## config.mk

```make
export PLATFORM = sky130hd
export DESIGN_NAME = pllrp_seq
export DESIGN_NICKNAME = d
export VERILOG_FILES = /design/src/rtl/pllrp_pkg.sv /design/src/rtl/pllrp_ratio_dec.sv /design/src/rtl/pllrp_field_merge.sv /design/src/rtl/pllrp_settle_timer.sv /design/src/rtl/pllrp_seq.sv
export SDC_FILE = /design/constraint.sdc
export NUM_CORES = 1
export LEC_CHECK = 0
export ABC_AREA = 1
export CORE_ASPECT_RATIO = 1.2
export CORE_UTILIZATION = 35
export DETAILED_ROUTE_END_ITERATION = 16
export DONT_BUFFER_PORTS = 1
export HOLD_SLACK_MARGIN = 0.02
export PLACE_DENSITY_LB_ADDON = 0.08
export REMOVE_ABC_BUFFERS = 1
export SYNTH_ARGS = -nofsm -noshare
export SYNTH_HDL_FRONTEND = slang
export SYNTH_SLANG_ARGS = --single-unit
export TNS_END_PERCENT = 100
```

## constraint.sdc

```tcl
create_clock -name clk -period 2.1 [get_ports clk]
set_input_delay 0.21 -clock clk [delete_from_list [all_inputs] [get_ports clk]]
set_output_delay 0.21 -clock clk [all_outputs]
set_load 0.02 [all_outputs]
```

## src/rtl/pllrp_pkg.sv

```systemverilog
package pllrp_pkg;
    localparam int WORD_W  = 32;
    localparam int EN_BIT  = 0;
    localparam int CHG_BIT = 31;
    localparam int PD_W    = 3;
    localparam int MAX_LOG = 3;

    typedef enum logic [3:0] {
        S_IDLE,
        S_RD_PD,
        S_WR_PD,
        S_RD_EN,
        S_RD_PCW,
        S_WR_PCW,
        S_RD_C1,
        S_WR_C1,
        S_WR_TUN,
        S_WAIT,
        S_DONE
    } seq_state_e;
endpackage

```

## src/rtl/pllrp_ratio_dec.sv

```systemverilog
module pllrp_ratio_dec #(
    parameter int RATIO_W = 5,
    parameter int CODE_W  = 3,
    parameter int MAX_LOG = 3
) (
    input  logic [RATIO_W-1:0] ratio,
    output logic [CODE_W-1:0]  code,
    output logic               ok
);
    always_comb begin
        code = '0;
        ok   = 1'b0;
        for (int i = 0; i <= MAX_LOG; i++) begin
            if (ratio == RATIO_W'(64'd1 << i)) begin
                code = CODE_W'(i);
                ok   = 1'b1;
            end
        end
    end
endmodule

```

## src/rtl/pllrp_field_merge.sv

```systemverilog
module pllrp_field_merge #(
    parameter int DATA_W = 32,
    parameter int SHIFT  = 0,
    parameter int WIDTH  = 3
) (
    input  logic [DATA_W-1:0] word_in,
    input  logic [WIDTH-1:0]  field,
    output logic [DATA_W-1:0] word_out
);
    localparam logic [DATA_W-1:0] MASK = DATA_W'(((64'd1 << WIDTH) - 64'd1) << SHIFT);

    logic [DATA_W-1:0] placed;

    always_comb begin
        placed   = DATA_W'(field) << SHIFT;
        word_out = (word_in & ~MASK) | (placed & MASK);
    end
endmodule

```

## src/rtl/pllrp_settle_timer.sv

```systemverilog
module pllrp_settle_timer #(
    parameter int CYCLES = 2000
) (
    input  logic clk,
    input  logic rst_n,
    input  logic load,
    output logic zero
);
    localparam int CNT_W = (CYCLES > 1) ? $clog2(CYCLES) : 1;

    logic [CNT_W-1:0] cnt_d, cnt_q;

    always_comb begin
        cnt_d = cnt_q;
        if (load) begin
            cnt_d = CNT_W'(CYCLES - 1);
        end else if (cnt_q != '0) begin
            cnt_d = cnt_q - 1'b1;
        end
    end

    always_ff @(posedge clk or negedge rst_n) begin
        if (!rst_n) begin
            cnt_q <= '0;
        end else begin
            cnt_q <= cnt_d;
        end
    end

    assign zero = (cnt_q == '0);
endmodule

```

## src/rtl/pllrp_seq.sv

```systemverilog
module pllrp_seq
    import pllrp_pkg::*;
#(
    parameter int                ADDR_W        = 8,
    parameter int                RATIO_W       = 5,
    parameter int                PCW_BITS      = 21,
    parameter int                PCW_SHIFT     = 2,
    parameter int                PD_SHIFT      = 24,
    parameter logic [ADDR_W-1:0] CON0_ADDR     = 'h00,
    parameter logic [ADDR_W-1:0] CON1_ADDR     = 'h04,
    parameter logic [ADDR_W-1:0] PD_ADDR       = 'h0C,
    parameter logic [ADDR_W-1:0] PCW_ADDR      = 'h10,
    parameter logic [ADDR_W-1:0] TUNER_ADDR    = 'h14,
    parameter bit                HAS_TUNER     = 1'b1,
    parameter int                SETTLE_CYCLES = 2000
) (
    input  logic                clk,
    input  logic                rst_n,
    input  logic                req_valid,
    input  logic [RATIO_W-1:0]  req_ratio,
    input  logic [PCW_BITS-1:0] req_pcw,
    output logic                busy,
    output logic                done,
    output logic                err,
    output logic                bus_rd,
    output logic                bus_wr,
    output logic [ADDR_W-1:0]   bus_addr,
    output logic [WORD_W-1:0]   bus_wdata,
    input  logic [WORD_W-1:0]   bus_rdata
);
    localparam logic [WORD_W-1:0] PD_MASK  = WORD_W'(((64'd1 << PD_W) - 64'd1) << PD_SHIFT);
    localparam logic [WORD_W-1:0] PCW_MASK = WORD_W'(((64'd1 << PCW_BITS) - 64'd1) << PCW_SHIFT);
    localparam logic [WORD_W-1:0] CHG_FLAG = WORD_W'(64'd1 << CHG_BIT);

    typedef struct packed {
        seq_state_e          state;
        logic [PD_W-1:0]     code;
        logic [PCW_BITS-1:0] pcw;
        logic                en;
        logic [WORD_W-1:0]   con1;
        logic                err;
    } seq_t;

    seq_t s_d, s_q;

    logic [PD_W-1:0]   dec_code;
    logic              dec_ok;
    logic [WORD_W-1:0] pd_word;
    logic [WORD_W-1:0] pcw_word;
    logic              tmr_load;
    logic              tmr_zero;
    logic              wrap_up;
    logic [WORD_W-1:0] c1_word;

    pllrp_ratio_dec #(
        .RATIO_W (RATIO_W),
        .CODE_W  (PD_W),
        .MAX_LOG (MAX_LOG)
    ) u_dec (
        .ratio (req_ratio),
        .code  (dec_code),
        .ok    (dec_ok)
    );

    pllrp_field_merge #(
        .DATA_W (WORD_W),
        .SHIFT  (PD_SHIFT),
        .WIDTH  (PD_W)
    ) u_pd_merge (
        .word_in  (bus_rdata),
        .field    (s_q.code),
        .word_out (pd_word)
    );

    pllrp_field_merge #(
        .DATA_W (WORD_W),
        .SHIFT  (PCW_SHIFT),
        .WIDTH  (PCW_BITS)
    ) u_pcw_merge (
        .word_in  (bus_rdata),
        .field    (s_q.pcw),
        .word_out (pcw_word)
    );

    pllrp_settle_timer #(
        .CYCLES (SETTLE_CYCLES)
    ) u_timer (
        .clk   (clk),
        .rst_n (rst_n),
        .load  (tmr_load),
        .zero  (tmr_zero)
    );

    always_comb begin
        s_d       = s_q;
        s_d.err   = 1'b0;
        bus_rd    = 1'b0;
        bus_wr    = 1'b0;
        bus_addr  = '0;
        bus_wdata = '0;
        tmr_load  = 1'b0;
        wrap_up   = 1'b0;
        c1_word   = bus_rdata | (s_q.en ? CHG_FLAG : '0);

        case (s_q.state)
            S_IDLE: begin
                if (req_valid) begin
                    if (dec_ok) begin
                        s_d.code  = dec_code;
                        s_d.pcw   = req_pcw;
                        s_d.state = S_RD_PD;
                    end else begin
                        s_d.err = 1'b1;
                    end
                end
            end
            S_RD_PD: begin
                bus_rd    = 1'b1;
                bus_addr  = PD_ADDR;
                s_d.state = S_WR_PD;
            end
            S_WR_PD: begin
                bus_wr    = 1'b1;
                bus_addr  = PD_ADDR;
                bus_wdata = pd_word;
                s_d.state = S_RD_EN;
            end
            S_RD_EN: begin
                bus_rd    = 1'b1;
                bus_addr  = CON0_ADDR;
                s_d.state = S_RD_PCW;
            end
            S_RD_PCW: begin
                s_d.en    = bus_rdata[EN_BIT];
                bus_rd    = 1'b1;
                bus_addr  = PCW_ADDR;
                s_d.state = S_WR_PCW;
            end
            S_WR_PCW: begin
                bus_wr    = 1'b1;
                bus_addr  = PCW_ADDR;
                bus_wdata = pcw_word;
                s_d.state = S_RD_C1;
            end
            S_RD_C1: begin
                bus_rd    = 1'b1;
                bus_addr  = CON1_ADDR;
                s_d.state = S_WR_C1;
            end
            S_WR_C1: begin
                bus_wr    = 1'b1;
                bus_addr  = CON1_ADDR;
                bus_wdata = c1_word;
                s_d.con1  = c1_word;
                if (HAS_TUNER) begin
                    s_d.state = S_WR_TUN;
                end else begin
                    wrap_up = 1'b1;
                end
            end
            S_WR_TUN: begin
                bus_wr    = 1'b1;
                bus_addr  = TUNER_ADDR;
                bus_wdata = s_q.con1 + 1'b1;
                wrap_up   = 1'b1;
            end
            S_WAIT: begin
                if (tmr_zero) begin
                    s_d.state = S_DONE;
                end
            end
            S_DONE: begin
                s_d.state = S_IDLE;
            end
            default: begin
                s_d.state = S_IDLE;
            end
        endcase

        if (wrap_up) begin
            if (s_q.en) begin
                tmr_load  = 1'b1;
                s_d.state = S_WAIT;
            end else begin
                s_d.state = S_DONE;
            end
        end
    end

    always_ff @(posedge clk or negedge rst_n) begin
        if (!rst_n) begin
            s_q <= '{state: S_IDLE, code: '0, pcw: '0, en: 1'b0, con1: '0, err: 1'b0};
        end else begin
            s_q <= s_d;
        end
    end

    assign busy = (s_q.state != S_IDLE);
    assign done = (s_q.state == S_DONE);
    assign err  = s_q.err;
endmodule

```

Word-level counts from Yosys, hierarchy flattened:

Index checks and enable logic that the tools add are counted.
Widths: inputs -> output; s select.

* add/sub/neg operators: 2
* equal/unequal tests: 18
* mux-type cells: 26
* bitwise gates (word level): 3
* reduce and logical (&&, ||, !) cells: 12

Operators with widths (number)
* $pmux 32 s4: 1
* $mux 28: 2
* $pmux 4 s10: 1
* $add 32x1->32 const B: 1
* $mux 32: 1
* $or 32x23->32: 1
* $or 32x27->32: 1
* $or 32x32->32: 1
* $mux 11: 2
* $pmux 5 s4: 1
* $eq 4x3->1 const B: 4
* $mux 1: 13
* $eq 4x4->1 const B: 3
* $logic_not 11->1: 1
* $reduce_bool 11->1: 1
* $sub 11x1->11 const B: 1
* $ne 3x3->1 const B: 3
* $eq 4x2->1 const B: 2
* $mux 4: 2
* $reduce_or 4->1: 2
* $mux 2: 3
* $reduce_or 2->1: 3
* $eq 5x1->1 const B: 1
* $eq 5x2->1 const B: 1
* other kinds (9): 9

* bits in registers: 73
* input bits: 61
* output and inout bits: 45
* logic and storage cells: 68

Logic depth before layout (Yosys ltp):

* depth after elaboration: 9
* depth in mapped cells: 10
* depth with buffers taken out: 9

By module:

Synthesis repeated with hierarchy kept, for this count alone.

* cell total of the unflattened synthesis: 838
* area, all modules: 5474.0 um^2

By module, submodules not included
* pllrp_seq: times used 1, cells each 668, area each 4260.3 um^2, sequential area each 1551.5 um^2
* pllrp_settle_timer: times used 1, cells each 85, area each 629.4 um^2, sequential area each 275.3 um^2
* pllrp_field_merge: times used 2, cells each 32, area each 240.2 um^2, sequential area each 0.0 um^2
* pllrp_ratio_dec: times used 1, cells each 21, area each 103.8 um^2, sequential area each 0.0 um^2

Least setup slack after synthesis:

Ideal clock, no wire load.

* path kind: reg-to-output
* start point: reg s_q[1] (netlist bit)
* end point: out bus_wdata[14]
* arrival time: 1.476 ns
* path slack: 0.414 ns
* stages on the path, launching flop included: 9
* cells stage by stage: dfrtp_1 ha_1 nand2_2 nor2_4 nand2_2 nor2_2 buf_6 nor2_1 o21ai_1

* word-level cells in the longest chain between the ends: 2

RTL lines
* start, declared: RTL line pllrp_seq.sv:44 `seq_t s_d, s_q;`
* start signal, assigned: RTL line pllrp_seq.sv:192 `s_q <= '{state: S_IDLE, code: '0, pcw: '0, en: 1'b0, con1: '0, err: 1'b0};`
* $add 32x1->32: RTL line pllrp_seq.sv:164 `bus_wdata = s_q.con1 + 1'b1;`
* $pmux 32 s4: RTL line pllrp_seq.sv:105 `case (s_q.state)`
* end, declared: RTL line pllrp_seq.sv:28 `output logic [WORD_W-1:0] bus_wdata,`

Every way passes these cells.

Worst setup path in the final report:

Same ends and word-level chain as after synthesis.

==> impl_metrics.json <==
{
  "outcome": "complete, but fails checks",
  "violations": "negative setup slack",
  "hold_class": "in2reg",
  "syn_to_final_growth_pct": 27.3,
  "ir_drop_uv": 406,
  "clk_pin_slew_worst_paths_ns": 0.06,
  "nets": 869,
  "drive_gt1_share_pct": 14.4,
  "num_rows": 46,
  "netlist_area_um2": 4770,
  "cp_max_fo": 6,
  "synth_flop_cell": "dfrtp_1",
  "synth_common_cells": "294 x nand2_1, 74 x nor2_1, 72 x dfrtp_1, 71 x nand3_1, 68 x inv_1",
  "die-area_um2": 14100,
  "grt_max_degree": 73,
  "slowest_stage": "dfrtp_1",
  "holdWs_ns": 0.0209,
  "numPortBuffers": 0,
  "rsz0062_at_grt": "yes",
  "dp_hpwl_mm": 10.8,
  "post_synth.cell_area_avg_um2": 6.46,
  "vias": 4998,
  "diodes": 0,
  "drtAntennaViolNets": 0,
  "firstDrtPassIters": 5,
  "critPathTopFamily": "simple AND/OR/NAND/NOR gates",
  "syn_inst": 739,
  "cp_cell_sequence": "ha_2, nand2_2, nor2_4, nand2_4, nor2_4, buf_6, nor2_1, o21ai_1, buf_4",
  "worst-slew-pin-transition_ns": 0.687,
  "worst_setup_path_end_kind": "output pin",
  "fin_area_um2": 6080,
  "synth_edf_count": 0,
  "fmax_mhz": 469,
  "setup_violations": 2,
  "antenna_found_initial": 0,
  "ys_ff_latch": 72,
  "period_needed_ns": 2.13,
  "clock-sinks": 72,
  "clock_latency_ns": 0.34,
  "max_slew_margin_pct": 53.7,
  "post-route-drc-count": 0,
  "seq_area_frac_synth_pct": 37.7,
  "critPathBufInv": 2,
  "critical_path_arrival_ns": 1.92,
  "setup_slack_ns": -0.0343,
  "leakage_uw": 0.00294,
  "grt_usage_pct": 22.1,
  "synth_top_area_share_pct": 37.7,
  "synthDistinctLibCells": 35,
  "first_global_vias": 4694,
  "required_ns": 1.89,
  "vias_per_cell": 5.12,
  "numCtsBuffers": 9,
  "finClkSkew_ns": 0.00453,
  "cap_violations": 0,
  "start_util_pct": 36.1,
  "cpMostUsedCell": "nor2_4",
  "cts_tree": "done",
  "cts_root_buf": "clkbuf_16",
  "critPathKind": "reg2out",
  "crit_path_start_kind": "register",
  "synth_warnings": 0,
  "die_h_um": 130,
  "io_pins": 106,
  "grt_pass1_wl_mm": 23.5,
  "overflow": 0,
  "drv_slew": 0,
  "clockBufferDepth": 2,
  "yosysTopAreaCell": "dfrtp_1",
  "synth_most_common_cell": "nand2_1",
  "max_stage_delay_ns": 0.41,
  "die_w_um": 109,
  "hold_violations": 0,
  "drt_iter0_drc": 246,
  "gp_congestion": 0.849,
  "synth_area_leaders": "dfrtp_1 38%, nand2_1 23%, nand3_1 7.4%",
  "core_area_um2": 13200,
  "place_area_um2": 4970,
  "fin_crit_sh_pct": 102,
  "h-tree-depth": 3,
  "synthArstFlopShare_pct": 100,
  "p_per_area_nw_per_um2": 1190,
  "routedWlPerCell_um": 16.2,
  "wirelength_mm": 15.8
}
-- worst register-to-register path, cell delays in order, from the launching register on --
cell	delay, ns
dfrtp_1	0.42
nor2_2	0.15
buf_4	0.13
nand2_1	0.08
nor2_2	0.18
nand2_2	0.38
nand2_1	0.18
o21ai_0	0.09
-- final timing paths --
path                                                end  slack (ns)                start  depth (start not counted)
setup / recovery                          bus_wdata[14]       -0.03   s_q[1]$_DFFE_PN0P_                          9
hold / removal                      s_q[48]$_DFFE_PN0P_        0.02          req_pcw[14]                          2
setup reg to reg                    s_q[56]$_DFFE_PN0P_        0.35  s_q[61]$_DFFE_PN0P_                          7
hold reg to reg                     s_q[37]$_DFFE_PN0P_        0.47  s_q[37]$_DFFE_PN0P_                          2
max in group asynchronous           s_q[15]$_DFFE_PN0P_        1.34                rst_n                          2
min in group asynchronous  u_timer.cnt_q[6]$_DFFE_PN0P_        0.41                rst_n                          2
-- sequential cells by signal (all words and copies together), names as in the netlist --
| name | flops |
|---|---|
| s_q | 60 |
| u_timer.cnt_q | 11 |
| err | 1 |
-- power by group --
group	leakage (uW)	switching, uW	internal (uW)
Clock	0.000135	602	886
Sequential	0.000870	659	2050
Combinational	0.00194	1990	1060
-- per-stage QoR --
step                      std cells  utilization (%)  power (uW)  setup TNS, ns  setup WS [ns]
final                           976             45.9        7250        -0.0374        -0.0343
after global routing            976             45.9        7810         -0.620         -0.108
after CTS                       965             43.6        7000         -0.238        -0.0575
after detailed placement        904             37.6        5320              0          0.251
after global placement          904             37.6        5260              0          0.258
after floorplan                 719                -        4530              0          0.130
-- per-layer routing --
metal | GRT usage (%) | up-vias | part of all wire [%]
li1 | - | 2475 | -
met4 | 6.92 | 0 | 1.2
met3 | 4.70 | 15 | 5.2
met5 | 0 | - | 0
met1 | 29.6 | 2372 | 46
met2 | 35.5 | 136 | 47
-- timing repair --
| item | in CTS | in global routing |
|---|---|---|
| gates resized for setup | 17 | 59 |
| hold buffers | 42 | 0 |
| pin swaps | 4 | 19 |
| endpoints found under the hold margin | 112 | 0 |
| setup buffers | 4 | 8 |
| cloned | 1 | 3 |
| setup endpoints to repair | 20 | 33 |
-- placed cells by master, fill, tap and decap left out, types with 2 or more instances in the layout --
cell	synthesis	final
buf_12	0	3
inv_6	0	2
nor3_1	2	2
buf_4	8	22
nand4_1	7	7
ha_1	3	2
dfrtp_1	72	69
nor2_4	3	11
o21ai_0	50	46
inv_2	5	6
nand2_2	4	17
nand2_4	1	7
clkbuf_1	1	2
o211ai_1	2	2
inv_1	68	65
buf_6	8	4
nand3_2	1	5
conb_1	1	5
nor2_2	9	15
nand3b_1	4	4
nor2_1	74	60
clkbuf_16	0	12
a21oi_1	29	29
o21ai_1	4	7
clkbuf_8	0	3
a22o_1	2	2
dlygate4sd3_1	0	41
dfrtp_2	0	3
nand2_1	294	275
nand3_1	71	67
-- logic make-up after synthesis --
kind of cell / count (synthesis) / share of synthesized area (%)
simple gates: 473 / 41.4
buf+inv: 98 / 9.78
compound gates: 91 / 10.0
flops: 72 / 37.7
fa+ha+maj: 3 / 0.786
xor+xnor: 1 / 0.184
other cells: 1 / 0.0786
-- cell type report --
type / count / area [um^2]
Tap cell: 168 / 210
Clock buffer: 14 / 274
Sequential cell: 72 / 1810
Multi-Input combinational cell: 573 / 2700
Inverter: 74 / 290
Fill cell: 1427 / 7160
Timing Repair Buffer: 75 / 798
(Power assumes the default switching activity.)
